File: src/rtl/alu3_pkg.sv
// Package: shared encodings of the three-bit-coded ALU.
// Assumes bit 2 of the function code controls operand inversion and carry-in,
// and bits 1:0 select the output source.
package alu3_pkg;

    // Output source chosen by the low two function bits.
    typedef enum logic [1:0] {
        SRC_AND  = 2'b00,
        SRC_OR   = 2'b01,
        SRC_SUM  = 2'b10,
        SRC_SIGN = 2'b11
    } alu3_src_e;

    // The one function code that has no operation.
    localparam logic [2:0] FUNC_UNUSED = 3'b011;

endpackage

File: src/rtl/alu3_binv.sv
// Module: conditional bitwise inverter for the second operand.
// Assumes invert is stable for the whole evaluation; purely combinational.
module alu3_binv #(
    parameter int W = 32
) (
    input  logic [W-1:0] din,
    input  logic         invert,
    output logic [W-1:0] dout
);

    // One XOR per bit, so inversion costs a single gate level.
    for (genvar i = 0; i < W; i++) begin : g_bit
        assign dout[i] = din[i] ^ invert;
    end

endmodule

File: src/rtl/alu3_logic.sv
// Module: AND and OR terms over the first operand and the conditioned second operand.
// Assumes the inversion has already been applied by alu3_binv.
module alu3_logic #(
    parameter int W = 32
) (
    input  logic [W-1:0] x,
    input  logic [W-1:0] y,
    output logic [W-1:0] and_o,
    output logic [W-1:0] or_o
);

    // Both logic terms are formed in parallel.
    assign and_o = x & y;
    assign or_o  = x | y;

endmodule

File: src/rtl/alu3_adder.sv
// Module: W-bit carry-propagate adder.
// With LOOKAHEAD = 1, blocks of BLK bits each compute a group generate and
// propagate, so the carry skips whole blocks; the last block may be shorter.
// With LOOKAHEAD = 0, the carry ripples bit by bit.
// Assumes BLK >= 1.
module alu3_adder #(
    parameter int W         = 32,
    parameter int BLK       = 4,
    parameter bit LOOKAHEAD = 1'b1
) (
    input  logic [W-1:0] x,
    input  logic [W-1:0] y,
    input  logic         cin,
    output logic [W-1:0] sum,
    output logic         cout
);

    localparam int NBLK = (W + BLK - 1) / BLK;

    logic [W-1:0] gen;
    logic [W-1:0] prp;
    logic [W:0]   cy;

    // Per-column generate and propagate.
    assign gen   = x & y;
    assign prp   = x ^ y;
    assign cy[0] = cin;

    if (LOOKAHEAD) begin : g_cla
        logic [NBLK:0] cblk;
        assign cblk[0] = cin;

        for (genvar k = 0; k < NBLK; k++) begin : g_blk
            localparam int BASE = k * BLK;
            localparam int LEN  = (BASE + BLK > W) ? (W - BASE) : BLK;
            logic grp_g;
            logic grp_p;

            // Group generate and propagate, folded from the low column upward.
            always_comb begin
                grp_g = 1'b0;
                grp_p = 1'b1;
                for (int j = 0; j < LEN; j++) begin
                    grp_g = gen[BASE+j] | (prp[BASE+j] & grp_g);
                    grp_p = grp_p & prp[BASE+j];
                end
            end

            // The block carry skips over the block.
            assign cblk[k+1]    = grp_g | (grp_p & cblk[k]);
            assign cy[BASE+LEN] = cblk[k+1];

            // Ripple inside the block for the interior column carries.
            for (genvar j = 0; j < LEN - 1; j++) begin : g_in
                assign cy[BASE+j+1] = gen[BASE+j] | (prp[BASE+j] & cy[BASE+j]);
            end
        end
    end else begin : g_rca
        // Plain ripple chain across all columns.
        for (genvar i = 0; i < W; i++) begin : g_col
            assign cy[i+1] = gen[i] | (prp[i] & cy[i]);
        end
    end

    // The sum bit combines the column propagate with the incoming carry.
    assign sum  = prp ^ cy[W-1:0];
    assign cout = cy[W];

endmodule

File: src/rtl/alu3_outmux.sv
// Module: four-way result selector with a forced-zero override.
// Assumes force_zero is asserted only for the unused function code.
module alu3_outmux
    import alu3_pkg::*;
#(
    parameter int W = 32
) (
    input  alu3_src_e    src,
    input  logic         force_zero,
    input  logic [W-1:0] and_i,
    input  logic [W-1:0] or_i,
    input  logic [W-1:0] sum_i,
    output logic [W-1:0] dout
);

    logic [W-1:0] sign_ext;

    // Widen the sum sign with zeros for set-on-less-than.
    always_comb begin
        sign_ext    = '0;
        sign_ext[0] = sum_i[W-1];
    end

    // Select the output source, or zero for the unused code.
    always_comb begin
        if (force_zero) begin
            dout = '0;
        end else begin
            unique case (src)
                SRC_AND:  dout = and_i;
                SRC_OR:   dout = or_i;
                SRC_SUM:  dout = sum_i;
                SRC_SIGN: dout = sign_ext;
                default:  dout = '0;
            endcase
        end
    end

endmodule

File: src/rtl/alu3_core.sv
// Module: top of the three-bit-coded integer ALU.
// Function bit 2 inverts op_b and feeds the adder carry-in. Bits 1:0 select
// AND, OR, sum, or the zero-extended sum sign. Code 011 yields zero.
// Purely combinational, so no clock or reset is needed.
module alu3_core
    import alu3_pkg::*;
#(
    parameter int W         = 32,
    parameter int BLK       = 4,
    parameter bit LOOKAHEAD = 1'b1
) (
    input  logic [W-1:0] op_a,
    input  logic [W-1:0] op_b,
    input  logic [2:0]   func,
    output logic [W-1:0] result,
    output logic         carry_out
);

    logic [W-1:0] b_cond;
    logic [W-1:0] and_t;
    logic [W-1:0] or_t;
    logic [W-1:0] sum_t;
    logic         unused_code;
    alu3_src_e    src;

    // Decode the function code into its control fields.
    assign src         = alu3_src_e'(func[1:0]);
    assign unused_code = (func == FUNC_UNUSED);

    alu3_binv #(.W(W)) u_binv (
        .din    (op_b),
        .invert (func[2]),
        .dout   (b_cond)
    );

    alu3_logic #(.W(W)) u_logic (
        .x     (op_a),
        .y     (b_cond),
        .and_o (and_t),
        .or_o  (or_t)
    );

    alu3_adder #(.W(W), .BLK(BLK), .LOOKAHEAD(LOOKAHEAD)) u_add (
        .x    (op_a),
        .y    (b_cond),
        .cin  (func[2]),
        .sum  (sum_t),
        .cout (carry_out)
    );

    alu3_outmux #(.W(W)) u_mux (
        .src        (src),
        .force_zero (unused_code),
        .and_i      (and_t),
        .or_i       (or_t),
        .sum_i      (sum_t),
        .dout       (result)
    );

endmodule

File: config.mk
export PLATFORM = sky130hd
export DESIGN_NAME = alu3_core
export DESIGN_NICKNAME = d
export VERILOG_FILES = /design/src/rtl/alu3_pkg.sv /design/src/rtl/alu3_binv.sv /design/src/rtl/alu3_logic.sv /design/src/rtl/alu3_adder.sv /design/src/rtl/alu3_outmux.sv /design/src/rtl/alu3_core.sv
export SDC_FILE = /design/constraint.sdc
export NUM_CORES = 1
export LEC_CHECK = 0
export ABC_AREA = 1
export ABC_CLOCK_PERIOD_IN_PS = 4230
export CORE_ASPECT_RATIO = 0.9
export CORE_MARGIN = 3
export CORE_UTILIZATION = 50
export DETAILED_ROUTE_END_ITERATION = 10
export DONT_BUFFER_PORTS = 1
export SETUP_SLACK_MARGIN = 0.1
export SYNTH_ARGS = -nofsm -noshare
export SYNTH_HDL_FRONTEND = slang
export SYNTH_SLANG_ARGS = --single-unit
File: constraint.sdc
create_clock -name vclk -period 4.23
set_input_delay 0 -clock vclk [all_inputs]
set_output_delay 0 -clock vclk [all_outputs]
set_load 0.05 [all_outputs]
==> reports/metrics.csv, run 1 <==
stage;metric;value;unit
detailed_routing;ant_nets;0;
detailed_routing;drt_iter0_drc;66;
cells_and_area;area_growth;4.78;%
timing;setup_viol;0;
cells_and_area;drive_gt1_frac;0.0682;
detailed_routing;dr_total_vias;2417;
grt;grt_pass1_vias;2372;
worst_setup_path;crit_slowest_cell;fa_1;
logic_synthesis;yosys-mux-area-fraction;0;
worst_setup_path;critPathKind;in2out;
die;rows;25;
worst_setup_path;start_kind;primary input;
place;routabilityCongestion;0.806;
timing;fin_crit;3740;ps
power_and_ir_drop;irDropWorstVdd;0.000120;V
worst_setup_path;cp_common_cell;nand2_2;
power_and_ir_drop;total_leakage_power;1.54;nW
timing;timing.final.crit_share;0.884;
grt;grt_max_degree;38;
logic_synthesis;synthesis.area;2850;µm²
grt;grt_pass1_wl;11300;µm
die;io_pins;100;
cells_and_area;fillCellCount;562;
cells_and_area;diodes;0;
grt;overflow;0;
timing;timing.fmax;267;MHz
cells_and_area;register_area;0;µm²
cells_and_area;design.seq.count;0;
worst_setup_path;arrival;3740;ps
clock_network;postCtsHoldBufs;0;
die;fp.dieW;85.6;µm
worst_setup_path;critical_path.max_fanout;37;
place;place_hpwl;5520;µm
place;dpl-instance-area;2970;µm²
worst_setup_path;critPathCaptureType;output pin;
timing;tightest_slew;1150;ps
cells_and_area;finalInstanceArea;2990;µm²
logic_synthesis;synth_compound_area_frac;0.188;
logic_synthesis;yosys.area_share.simple;0.136;
die;core_area;5380;µm²
flow_run;cap_violations;0;
timing;finalMaxSlewViolations;0;
timing;setup_tns;0;ps
detailed_routing;routed_wl;6800;µm
timing;grt_setup_unrepaired;no;
worst_setup_path;worst_ep_required_time;4230;ps
timing;maxSlewHeadroom;0.246;
clock_network;ctsResizeCount;0;
cells_and_area;final_nets;552;
grt;antenna_found_initial;0;
logic_synthesis;synth.avg_cell_area;7.20;µm²
hold_path;hold_path.class;in2out;
logic_synthesis;synth_top_family_by_area;adder cells;
logic_synthesis;synth_cell_types;23;
die;die_area;6640;µm²
power_and_ir_drop;power_density;191;nW/µm²
detailed_routing;via_per_inst;5.22;
die;start_util;0.530;
cells_and_area;nClkBuffers;0;
logic_synthesis;synthCells;396;
logic_synthesis;syn-num-nets;550;
logic_synthesis;synth_xor_area_frac;0.0983;
grt;gr-usage-all-layers;0.204;
detailed_routing;avgRoutedWirePerCell;14.7;µm
run_status;status;completed;
place;io_buffers;0;
logic_synthesis;synthAdderAreaFrac;0.442;
logic_synthesis;ys_seq_area_frac;0;
timing;final_hold_viol_count;0;
worst_setup_path;cpPeakStageDelay;430;ps
clock_network;post_cts_buffers;0;
die;die_h;77.6;µm
logic_synthesis;ys.warnings.count;0;
detailed_routing;firstDrtPassIters;4;
detailed_routing;drcViolationCount;0;
layer usage:
metal	vias up	part of all wire	routed length (µm)	global-route usage
li1	1259	-	-	-
met1	1091	0.49	3310	0.295
met2	67	0.45	3050	0.342
met3	0	0.064	435	0.0276
met4	0	0	0	0
met5	-	0	0	0
path summary, 6_finish.rpt:
path              depth (start not counted)  startpoint  slack (ps)         end
setup / recovery                         30     func[2]         490   result[0]
hold / removal                            2     func[1]         340  result[26]
worst max-delay path: cells and delay by family:
kind	cells	cell delay [ps]
adders and majority gates	4	1540
and+or+nand+nor	19	1370
buffers and inverters	4	380
AOI/OAI and AO/OA	2	230
xor gates and xnor gates	1	180
placed cells by master (no fill, tap or decap):
cell	n
ha_1	64
xor2_2	1
o2111ai_1	1
o221ai_1	7
o21ai_0	25
fa_1	22
a211oi_1	7
nand2_2	10
nor2_2	3
fa_2	1
nand3_1	11
o211ai_1	10
buf_4	11
inv_1	87
o21a_1	11
buf_6	1
a22oi_1	3
nand2_1	46
a21oi_1	19
a31oi_1	2
xnor2_1	31
clkinv_1	1
nor2_1	22
cells in the mapped netlist (10+ instances only):
library cell,n,share of area
o211ai_1,10,0.026
xnor2_1,31,0.095
nand3_1,11,0.019
inv_1,87,0.11
a21oi_1,19,0.033
o21a_1,11,0.029
o21ai_0,25,0.044
nor2_1,24,0.032
nand2_2,10,0.022
fa_1,23,0.16
nand2_1,46,0.061
ha_1,64,0.28
through the flow:
stage	setup slack, ps	instances	power [mW]	hold slack, ps	util
global route	117	463	0.637	350	0.555
CTS	316	463	0.573	344	0.552
finish	490	463	0.572	342	0.555
detailed placement	326	463	0.571	343	0.552
global placement	462	463	0.565	339	0.552
floorplan	364	396	0.482	382	-
cell families after synthesis:
kind of cell               count (synthesis)
AOI/OAI and AO/OA                         85
adders and majority gates                 87
buffers and inverters                    100
and+or+nand+nor                           92
xor gates and xnor gates                  32
layout make-up:
type                            instances  area [µm²]  area share
Tap cell                               67        83.8      0.0281
Timing Repair Buffer                   12        93.8      0.0314
Inverter                               88         330       0.111
Multi-Input combinational cell        296        2480       0.830
power by group:
group | internal [mW] | switching [mW] | total [mW]
registers | 0 | 0 | 0
logic | 0.186 | 0.386 | 0.572
clock network | 0 | 0 | 0
Power figures use the tool's default switching activity.
==> run 2: changes to the inputs <==
- RECOVER_POWER: unset -> 50
- REMOVE_ABC_BUFFERS: unset -> 1
==> reports/metrics.csv, run 2 (synthesized netlist as in run 1, its figures left out) <==
stage;metric;value;unit
cells_and_area;final_common_cell;inv_1;
timing;setup_tns;0;ps
detailed_routing;drcViolationCount;0;
timing;finalMaxSlewViolations;0;
power_and_ir_drop;total_leakage_power;1.52;nW
timing;final_hold_viol_count;0;
run_status;status;completed;
cells_and_area;post-route-util;0.548;
power_and_ir_drop;p_total;0.559;mW
clock_network;post_cts_buffers;0;
grt;gr-usage-all-layers;0.205;
power_and_ir_drop;power_density;190;nW/µm²
worst_setup_path;start_kind;primary input;
die;rows;25;
detailed_routing;via_per_inst;5.18;
worst_setup_path;worst_ep_required_time;4230;ps
worst_setup_path;cp_common_cell;nand2_2;
die;io_pins;100;
worst_setup_path;critPathCaptureType;output pin;
die;start_util;0.530;
worst_setup_path;cpPeakStageDelay;430;ps
worst_setup_path;critPathKind;in2out;
cells_and_area;finalInstanceArea;2950;µm²
detailed_routing;drt_iter0_drc;55;
timing;tightest_slew;1430;ps
detailed_routing;ant_nets;0;
timing;setup_viol;0;
worst_setup_path;critical_path.max_fanout;3;
clock_network;postCtsHoldBufs;0;
cells_and_area;diodes;0;
hold_path;hold_path.class;in2out;
cells_and_area;stdcell_count;462;
timing;grt_setup_unrepaired;no;
cells_and_area;final_cell_mix;inv_1, ha_1, nand2_1;
place;dp_slack;355;ps
timing;fin_crit;3770;ps
cells_and_area;register_area;0;µm²
flow_run;cap_violations;0;
cells_and_area;area_growth;3.51;%
place;placed_cells;462;
timing;timing.fmax;265;MHz
worst_setup_path;arrival;3770;ps
detailed_routing;firstDrtPassIters;4;
die;die_area;6640;µm²
clock_network;ctsResizeCount;0;
cells_and_area;nClkBuffers;0;
place;io_buffers;0;
cells_and_area;fillCellCount;566;
place;place_hpwl;5380;µm
grt;grt_max_degree;38;
detailed_routing;routed_wl;6640;µm
detailed_routing;dr_total_vias;2394;
timing;holdWs;326;ps
timing;maxSlewHeadroom;0.0461;
worst_setup_path;crit_slowest_cell;fa_1;
detailed_routing;avgRoutedWirePerCell;14.4;µm
power_and_ir_drop;irDropWorstVdd;0.0000873;V
cells_and_area;design.seq.count;0;
worst_setup_path;setup.worst_path.start;op_b[0];
grt;antenna_found_initial;0;
timing;finalWorstSetupSlack;456;ps
die;core_area;5380;µm²
grt;grt_pass1_vias;2440;
place;routabilityCongestion;0.777;
die;fp.dieW;85.6;µm
worst_setup_path;endpoint;result[0];
cells_and_area;final_nets;551;
timing;timing.final.crit_share;0.892;
die;die_h;77.6;µm
place;dpl-instance-area;2960;µm²
cells_and_area;drive_gt1_frac;0.0506;
grt;overflow;0;
grt;grt_pass1_wl;11400;µm
run 2: cell count changes in the layout (fill, tap and decap cells not counted), sizes merged:
cell,change
buf,-3
clkbuf,+2
run 2: final cells by class:
class	count	area [µm²]	area share
Tap cell	67	83.8	0.0284
Multi-Input combinational cell	296	2460	0.834
Timing Repair Buffer	11	75.1	0.0254
Inverter	88	330	0.112
run 2: worst min path at each step:
stage	startpoint	end	slack [ps]	cells after the start
6_report	func[1]	result[0]	330	3
5_1_grt	func[1]	result[24]	350	2
4_1_cts	func[1]	result[20]	340	2
3_5_place_dp	func[1]	result[20]	340	2
3_3_place_gp	func[1]	result[20]	340	2
2_1_floorplan	func[1]	result[16]	330	2
run 2: critical path: cells and delay by family:
family	cells	cell delay (ps)
AO/OA/AOI/OAI	2	250
XOR/XNOR	1	210
AND/OR/NAND/NOR	19	1410
buffers and inverters	3	340
adder cells (fa/ha/maj)	4	1550
run 2: report_power, final:
part / internal (mW) / switching, mW
clock: 0 / 0
combinational: 0.178 / 0.381
sequential: 0 / 0
total: 0.178 / 0.381
run 2: layer usage:
| metal | global-route usage | part of all wire |
|---|---|---|
| met1 | 0.288 | 0.47 |
| met4 | 0.00475 | 0.00030 |
| met5 | 0 | 0 |
| met3 | 0.0297 | 0.068 |
| met2 | 0.351 | 0.46 |
